==> src/rtl/cpuhp_pkg.sv <==
`timescale 1ns/1ps
package cpuhp_pkg;

    localparam int MAX_CPUS       = 256;
    localparam int WIN_BYTES      = MAX_CPUS / 8;
    localparam int ADDR_W         = $clog2(WIN_BYTES);
    localparam int ID_W           = $clog2(MAX_CPUS);
    localparam int SWITCH_BYTES   = 4;

    typedef logic [ID_W-1:0]   apic_id_t;
    typedef logic [ADDR_W-1:0] win_addr_t;

    typedef struct packed {
        logic      en;
        logic      we;
        win_addr_t addr;
        logic [7:0] wdata;
    } io_req_t;

    typedef struct packed {
        logic     valid;
        apic_id_t id;
    } hp_evt_t;

    typedef enum logic {
        MODE_LEGACY = 1'b0,
        MODE_MODERN = 1'b1
    } if_mode_e;

    function automatic logic is_read(io_req_t r);
        return r.en && !r.we;
    endfunction

    function automatic logic is_switch_req(io_req_t r);
        return r.en && r.we && (int'(r.addr) < SWITCH_BYTES) && (r.wdata == 8'h00);
    endfunction

endpackage

==> src/rtl/presence_store.sv <==
`timescale 1ns/1ps
module presence_store
    import cpuhp_pkg::*;
#(
    parameter int NUM_CPUS = 64
) (
    input  logic                clk,
    input  logic                rst,
    input  hp_evt_t             evt,
    output logic [NUM_CPUS-1:0] present,
    output logic                newly_set
);
    logic [NUM_CPUS-1:0] hit;

    generate
        for (genvar i = 0; i < NUM_CPUS; i++) begin : g_bit
            assign hit[i] = evt.valid && (evt.id == ID_W'(i));
            if (i == 0) begin : g_boot
                assign present[i] = 1'b1;
            end else begin : g_hot
                always_ff @(posedge clk) begin
                    if (rst)
                        present[i] <= 1'b0;
                    else if (hit[i])
                        present[i] <= 1'b1;
                end
            end
        end
    endgenerate

    assign newly_set = |(hit & ~present);

endmodule

==> src/rtl/byte_read_mux.sv <==
`timescale 1ns/1ps
module byte_read_mux
    import cpuhp_pkg::*;
#(
    parameter int NUM_CPUS = 64
) (
    input  logic [NUM_CPUS-1:0] present,
    input  win_addr_t           addr,
    output logic [7:0]          rbyte
);
    logic [MAX_CPUS-1:0] padded;
    logic [7:0]          lanes [WIN_BYTES];

    always_comb begin
        padded                 = '0;
        padded[NUM_CPUS-1:0]   = present;
    end

    generate
        for (genvar b = 0; b < WIN_BYTES; b++) begin : g_lane
            assign lanes[b] = padded[b*8 +: 8];
        end
    endgenerate

    assign rbyte = lanes[addr];

endmodule

==> src/rtl/mode_detect.sv <==
`timescale 1ns/1ps
module mode_detect
    import cpuhp_pkg::*;
(
    input  logic    clk,
    input  logic    rst,
    input  io_req_t req,
    output logic    modern
);
    if_mode_e state;

    always_ff @(posedge clk) begin
        if (rst)
            state <= MODE_LEGACY;
        else if (is_switch_req(req))
            state <= MODE_MODERN;
    end

    assign modern = (state == MODE_MODERN);

endmodule

==> src/rtl/gpe_event.sv <==
`timescale 1ns/1ps
module gpe_event (
    input  logic clk,
    input  logic rst,
    input  logic fire,
    input  logic clr,
    output logic irq,
    output logic sts
);
    always_ff @(posedge clk) begin
        if (rst) begin
            irq <= 1'b0;
            sts <= 1'b0;
        end else begin
            irq <= fire;
            if (fire)
                sts <= 1'b1;
            else if (clr)
                sts <= 1'b0;
        end
    end
endmodule

==> src/rtl/cpu_present_port.sv <==
`timescale 1ns/1ps
module cpu_present_port
    import cpuhp_pkg::*;
#(
    parameter int NUM_CPUS = 64
) (
    input  logic       clk,
    input  logic       rst,
    input  logic       io_en,
    input  logic       io_we,
    input  logic [4:0] io_addr,
    input  logic [7:0] io_wdata,
    output logic [7:0] io_rdata,
    input  logic       hp_valid,
    input  logic [7:0] hp_apic_id,
    input  logic       gpe_sts_w1c,
    output logic       gpe_irq,
    output logic       gpe_sts,
    output logic       modern_mode
);
    io_req_t             req;
    hp_evt_t             evt;
    logic [NUM_CPUS-1:0] present;
    logic                newly_set;
    logic [7:0]          rbyte;

    assign req = '{en: io_en, we: io_we, addr: io_addr, wdata: io_wdata};
    assign evt = '{valid: hp_valid, id: hp_apic_id};

    presence_store #(.NUM_CPUS(NUM_CPUS)) u_store (
        .clk       (clk),
        .rst       (rst),
        .evt       (evt),
        .present   (present),
        .newly_set (newly_set)
    );

    byte_read_mux #(.NUM_CPUS(NUM_CPUS)) u_mux (
        .present (present),
        .addr    (req.addr),
        .rbyte   (rbyte)
    );

    mode_detect u_mode (
        .clk    (clk),
        .rst    (rst),
        .req    (req),
        .modern (modern_mode)
    );

    gpe_event u_gpe (
        .clk  (clk),
        .rst  (rst),
        .fire (newly_set),
        .clr  (gpe_sts_w1c),
        .irq  (gpe_irq),
        .sts  (gpe_sts)
    );

    assign io_rdata = (is_read(req) && !modern_mode) ? rbyte : 8'h00;

endmodule

==> config.mk <==
export PLATFORM = sky130hd
export DESIGN_NAME = cpu_present_port
export DESIGN_NICKNAME = d
export VERILOG_FILES = /design/src/rtl/cpuhp_pkg.sv /design/src/rtl/presence_store.sv /design/src/rtl/byte_read_mux.sv /design/src/rtl/mode_detect.sv /design/src/rtl/gpe_event.sv /design/src/rtl/cpu_present_port.sv
export SDC_FILE = /design/constraint.sdc
export NUM_CORES = 1
export LEC_CHECK = 0
export BUFFER_PORTS_ARGS = -buffer_cell sky130_fd_sc_hd__buf_4
export CAP_MARGIN = 30
export CORE_MARGIN = 2
export CORE_UTILIZATION = 48
export DETAILED_ROUTE_END_ITERATION = 10
export PLACE_DENSITY_LB_ADDON = 0.05
export SLEW_MARGIN = 20
export SYNTH_ARGS = -nofsm -noshare
export SYNTH_HDL_FRONTEND = slang
export SYNTH_HIERARCHICAL = 1
export SYNTH_SLANG_ARGS = --single-unit
==> constraint.sdc <==
create_clock -name clk -period 3.7 [get_ports clk]
set_clock_uncertainty 0.15 [all_clocks]
set_input_delay 0.185 -clock clk [delete_from_list [all_inputs] [get_ports clk]]
set_output_delay 0.185 -clock clk [all_outputs]
set_load 0.005 [all_outputs]
==> results.py, run 1 <==
metrics = {
    "logic_synthesis": {
        "syn_area_per_cell_um2": 8.47,
        "synth-edff-count": 0,
        "async_flop_share_pct": 0,
        "synth_fp_nets": 463,
        "syn_area_um2": 3690,
        "synthFlopType": "dfxtp_1",
        "synth_seq_cells": 66,
        "yosysWarnings": 6,
        "syn_inst": 436,
        "ys_seq_area_share_pct": 35.8,
        "ys_types": 60,
    },
    "power_and_ir_drop": {
        "power_density_nw_per_um2": 361,
        "ir_drop_uv": 206,
        "p_leak_nw": 1.57,
    },
    "drt": {
        "first_iter_violations": 424,
        "ant_nets": 0,
        "first_pass_iters": 5,
        "via_per_inst": 6.18,
        "drt-total-wl_um": 11200,
        "vias": 3450,
        "drc_errors": 0,
        "wire_per_inst_um": 20.1,
    },
    "timing": {
        "grt_setup_unrepaired": "no",
        "hold_viol": 0,
        "max_freq_mhz": 478,
        "worst_slew_pin_slew_ns": 0.907,
        "finalSetupTns_ns": 0,
        "setup_viol": 0,
        "timing.final.max_slew_violations": 0,
        "relSlewSlack_pct": 39.4,
        "min_period_over_period_pct": 56.6,
        "min_period_ns": 2.09,
    },
    "run": {
        "drv_cap": 0,
    },
    "cts": {
        "cts_inserted_buffers": 9,
        "cts_setup_buffers": 0,
        "clock_path_buffers": 2,
        "path_clk_slew_ns": 0.07,
        "cts-htree-levels": 3,
        "clkSinkCount": 66,
        "clock-root-buffer": "clkbuf_8",
        "clock_latency_ns": 0.35,
        "cts_tree": "yes",
    },
    "critical_path": {
        "rr_worst_depth": 8,
        "cpMostUsedCell": "buf_4",
        "critical_path_peak_fanout": 8,
        "crit_arrival_ns": 1.76,
        "crit_buf_inv": 2,
        "max_stage_delay_ns": 0.70,
        "start_kind": "primary input",
        "cp_num_cells": 6,
        "slowest_stage": "nor2b_1",
        "crit_required_ns": 3.37,
        "worstPathCellList": "buf_4, nor2b_1, a22o_1, nor3_2, and4bb_2, buf_4",
        "end_kind": "primary output",
        "critPathTopFamily": "simple AND/OR/NAND/NOR gates",
        "crit_type": "primary input to primary output",
    },
    "global_route": {
        "grt_pass1_wl_um": 18000,
        "grt_pass1_vias": 3254,
        "antenna_found_initial": 0,
        "grt_use_total_pct": 27.6,
        "grt.overflow.total": 0,
        "grt_max_degree": 67,
    },
    "outcome": {
        "status": "finished, final reports clean",
    },
    "floorplan": {
        "fp.dieW_um": 91.7,
        "fp.dieH_um": 91.7,
        "start_util_pct": 50.3,
        "core_area_um2": 7330,
        "io_pins": 38,
        "die_area_um2": 8410,
        "row_count": 31,
    },
    "worst_hold_path": {
        "worstHoldPathType": "primary input to flip-flop",
        "whs_path_depth": 4,
    },
    "final_layout": {
        "num_antenna_cells": 0,
        "drive_gt1_share_pct": 19.2,
        "area_growth_pct": 11.6,
        "fin_nets": 482,
        "post-route-util_pct": 56.2,
    },
    "placement": {
        "gp_congestion": 1.00,
        "portBuffers": 37,
        "dp_hpwl_um": 7710,
    },
}
==> per-stage QoR <==
step | instance area [um2] | hold WS, ns | setup slack (ns) | total power, mW | cells
after floorplan | 3690 | 0.0974 | 2.04 | 0.857 | 436
after global placement | 3920 | 0.320 | 1.62 | 0.906 | 542
after detailed placement | 3920 | 0.326 | 1.57 | 0.907 | 542
after CTS | 4120 | 0.0370 | 1.65 | 1.50 | 558
after global routing | 4120 | 0.0844 | 1.56 | 1.53 | 558
final | 4120 | 0.0531 | 1.61 | 1.49 | 558
==> cell usage after synthesis (3+ instances only) <==
master      n  area [um2]
nor2_1     83         312
nand4_1     3        18.8
a2111oi_0   3        26.3
inv_1       4        15.0
and4bb_2    8         100
buf_4       6        45.0
and3_1      3        18.8
or3_1       3        18.8
buf_1       3        11.3
nor2b_1     6        37.5
a21oi_1    67         335
mux2i_1    39         390
clkbuf_1   10        37.5
buf_2      11        55.1
a22o_1     16         140
buf_6       3        33.8
dfxtp_1    66        1320
nand2_1    12        45.0
nor3_1     10        50.1
o21ai_0     8        40.0
nand3b_1    8        60.1
nor3_2      9        90.1
nand2b_1    5        31.3
==> worst paths after layout <==
| kind | from | to | slack [ns] |
|---|---|---|---|
| min reg2reg | u_store/present[6]$_SDFFE_PP0N_ | u_store/present[6]$_SDFFE_PP0N_ | 0.34 |
| max reg2reg | u_store/present[56]$_SDFFE_PP0N_ | u_gpe/sts$_SDFFE_PP0P_ | 1.72 |
| max | io_addr[2] | io_rdata[7] | 1.61 |
| min | io_wdata[2] | u_mode/modern$_SDFFE_PP0P_ | 0.05 |
==> power breakdown <==
group	leakage (nW)	internal [mW]	total (mW)	switching [mW]
sequential	0.532	0.713	0.715	0.00200
combinational	0.941	0.0704	0.181	0.111
clock	0.0962	0.324	0.593	0.268
total	1.57	1.11	1.49	0.381
==> per-layer routing <==
metal  track usage [%]  wire length [um]
met4              14.2               394
met5                 0                 0
met3              5.01              1010
met2              40.3              4810
met1              38.7              4990
==> placed cells by master, fill, tap and decap left out, types with 3 or more instances in the layout <==
master     count
and3_1         3
a2111oi_0      3
o21ai_0        8
dfxtp_1       66
a22o_1        16
and4bb_2       8
nor2_1        83
mux2i_1       39
nor2b_1        6
nand2b_1       5
inv_1          4
nand3b_1       8
a21oi_1       67
buf_4         42
nand4_1        3
nand2_1       12
nor3_2        10
nor3_1         9
or3_1          3
clkbuf_8      10
==> cell families after synthesis <==
logic type / after synthesis / synth area share [%]
mux: 42 / 11.5
simple gates: 171 / 26.3
other cells: 1 / 0.102
compound gates: 117 / 20.0
buf+inv: 39 / 6.30
flops: 66 / 35.8
==> flip-flops by register name (all words and copies together) (netlist names) <==
register	cells
u_mode/modern	1
u_gpe/sts	1
u_store/present	63
u_gpe/irq	1
==> what timing repair did <==
item                                   CTS  global route
hold buffers                             1             0
endpoints found under the hold margin    1             0
gates resized for setup                  0             0
==> layout make-up <==
class                   instances  area, um2
flip-flops and latches         66       1320
multi-input cells             331       2150
repair buffers                 43        325
well taps                      99        124
fillers                       675       3210
inverters                       4       15.0
clock buffers                  12        145
clock inverters                 3       40.0
==> worst register-to-register path: cells and delay by family (launching register included) <==
family / cells / cell delay (ns)
AO/OA/AOI/OAI: 5 / 0.84
AND/OR/NAND/NOR: 2 / 0.34
buffers and inverters: 1 / 0.14
flip-flops: 1 / 0.40
Note: power is estimated with default switching activity, not from simulation.
==> run 2, diff against run 1 <==
- clock period: 3.7 -> 2.15 ns (I/O delays scaled with it)
==> run 2 against run 1 <==
Net effect:
- largest power group unchanged
- worst hold slack got worse by 0.045 ns
- clock power increased by 80%
- critical path depth decreased by 1
==> results.py, run 2 (synthesis gave the netlist of run 1 again) <==
metrics = {
    "cts": {
        "cts-htree-levels": 3,
        "cts_setup_buffers": 0,
        "clock_latency_ns": 0.34,
        "cts_tree": "yes",
        "path_clk_slew_ns": 0.08,
        "clock_path_buffers": 2,
        "clkSinkCount": 66,
        "clock-root-buffer": "clkbuf_8",
        "cts_inserted_buffers": 9,
    },
    "critical_path": {
        "critical_path_peak_fanout": 3,
        "max_stage_delay_ns": 0.38,
        "slowest_stage": "dfxtp_1",
        "rr_worst_depth": 8,
        "reg2reg_to": "u_gpe/sts$_SDFFE_PP0P_",
        "crit_required_ns": 1.89,
        "reg2reg_from": "u_store/present[38]$_SDFFE_PP0N_",
        "crit_arrival_ns": 1.63,
        "end_kind": "primary output",
        "r2r_slack_ns": 0.29,
        "startpoint": "u_store/present[37]$_SDFFE_PP0N_",
        "setup.worst_path.end": "io_rdata[5]",
        "worstPathCellList": "mux2i_1, a22o_1, nor3_2, and4bb_2, buf_4",
        "crit_type": "flip-flop to primary output",
        "start_kind": "flip-flop",
    },
    "global_route": {
        "grt_pass1_wl_um": 18000,
        "grtUsageMet2_pct": 44.2,
        "grt_use_total_pct": 27.6,
        "groute.layer.met3.usage_pct": 6.41,
        "grt_max_degree": 67,
        "antenna_found_initial": 0,
        "use_met1_pct": 37.3,
        "grt_busiest_layer": "met2",
        "grt.overflow.total": 0,
        "grt_pass1_vias": 3282,
    },
    "final_layout": {
        "n_fill_cell": 682,
        "register_area_um2": 1320,
        "final_cell_mix": "nor2_1 (83), a21oi_1 (67), dfxtp_1 (66)",
        "top_register": "u_store/present",
        "multi_input_area_um2": 2150,
        "fin_nets": 500,
        "layout_commonest_cell": "nor2_1",
        "largest_register_ffs": 63,
        "drive_gt1_share_pct": 21.3,
        "num_antenna_cells": 0,
        "area_growth_pct": 16.5,
    },
    "power_and_ir_drop": {
        "p_switching_uw": 670,
        "ir_drop_uv": 553,
        "internal_power_mw": 1.96,
        "swShare_pct": 25.5,
        "p_comb_share_pct": 12.6,
        "p_seq_share_pct": 46.7,
        "power_density_nw_per_um2": 612,
        "clkPwrFrac_pct": 40.7,
        "p_leak_nw": 1.67,
    },
    "drt": {
        "ant_nets": 0,
        "drt-total-wl_um": 11500,
        "first_iter_violations": 275,
        "first_pass_iters": 5,
        "vias": 3522,
        "wire_per_inst_um": 20.0,
        "via_per_inst": 6.10,
        "drc_errors": 0,
    },
    "timing": {
        "max_freq_mhz": 530,
        "relSlewSlack_pct": 55.9,
        "setup_viol": 0,
        "fin_ws_ns": 0.263,
        "finalSetupTns_ns": 0,
        "hold_viol": 0,
        "worst_slew_pin_slew_ns": 0.661,
        "timing.final.max_slew_violations": 0,
        "min_period_ns": 1.89,
        "grt_setup_unrepaired": "no",
        "min_period_over_period_pct": 87.8,
    },
    "floorplan": {
        "row_count": 31,
        "fp.dieH_um": 91.7,
        "fp.dieW_um": 91.7,
        "io_pins": 38,
        "core_area_um2": 7330,
        "die_area_um2": 8410,
        "start_util_pct": 50.3,
    },
    "placement": {
        "dp_hpwl_um": 8380,
        "portBuffers": 37,
        "gp_congestion": 1.04,
        "pre_cts_slack_ns": 0.173,
    },
    "worst_hold_path": {
        "whs_path_depth": 4,
        "worstHoldPathType": "primary input to flip-flop",
    },
    "outcome": {
        "status": "finished, final reports clean",
    },
    "run": {
        "drv_cap": 0,
    },
}
[run 2: changes by cell type in the layout (fill, tap and decap cells not counted)]
cell,delta
buf_4,+11
dlygate4sd3_1,+6
clkinvlp_4,+2
buf_12,+1
clkbuf_1,-1
clkbuf_8,+1
clkinv_2,-1
[run 2: routing by layer]
metal	part of all wire, %	wire (um)
met3	7.4	858
met2	45	5240
met1	45	5170
met5	0	0
met4	2.2	258
[run 2: layout make-up]
type | instances | share of cell area, %
multi-input cells | 331 | 49.9
clock buffers | 12 | 3.61
flip-flops and latches | 66 | 30.7
clock inverters | 4 | 1.16
repair buffers | 61 | 11.3
well taps | 99 | 2.88
inverters | 4 | 0.349
[run 2: how the worst min path moves through the flow]
stage                      startpoint                         end  slack, ns
after floorplan                   rst      u_gpe/sts$_SDFFE_PP0P_       0.02
after global placement    gpe_sts_w1c      u_gpe/sts$_SDFFE_PP0P_       0.27
after detailed placement  gpe_sts_w1c      u_gpe/sts$_SDFFE_PP0P_       0.28
after CTS                 io_wdata[1]  u_mode/modern$_SDFFE_PP0P_      0.007
after global routing      io_wdata[1]  u_mode/modern$_SDFFE_PP0P_       0.03
final                     io_wdata[1]  u_mode/modern$_SDFFE_PP0P_      0.008
[run 2: repair_timing]
item | 4_1_cts | 5_1_grt
hold buffers | 7 | 0
hold endpoints to repair | 2 | 0
resized for setup | 0 | 0
[run 2: power groups by stage]
stage	logic, mW	registers (mW)	clock network (mW)
after floorplan	0.217	1.26	0
after global placement	0.316	1.26	0
after detailed placement	0.316	1.26	0
after CTS	0.327	1.23	1.08
after global routing	0.354	1.23	1.13
final	0.331	1.23	1.07
[run 2: critical path: cells and delay by family, from the launching register on]
kind | cells | cell delay [ns]
DFF | 1 | 0.38
and+or+nand+nor | 2 | 0.42
muxes | 1 | 0.09
buffers and inverters | 1 | 0.11
AOI/OAI and AO/OA | 1 | 0.30
[run 2: stage by stage]
step	utilization [%]	area [um2]	power [mW]	cells	hold slack, ns
global route	58.7	4300	2.72	577	0.0259
finish	58.7	4300	2.63	577	0.00831
global placement	54.9	4030	1.57	554	0.271
detailed placement	54.9	4030	1.57	554	0.276
CTS	58.7	4300	2.64	577	0.00700
floorplan	-	3690	1.47	436	0.0199
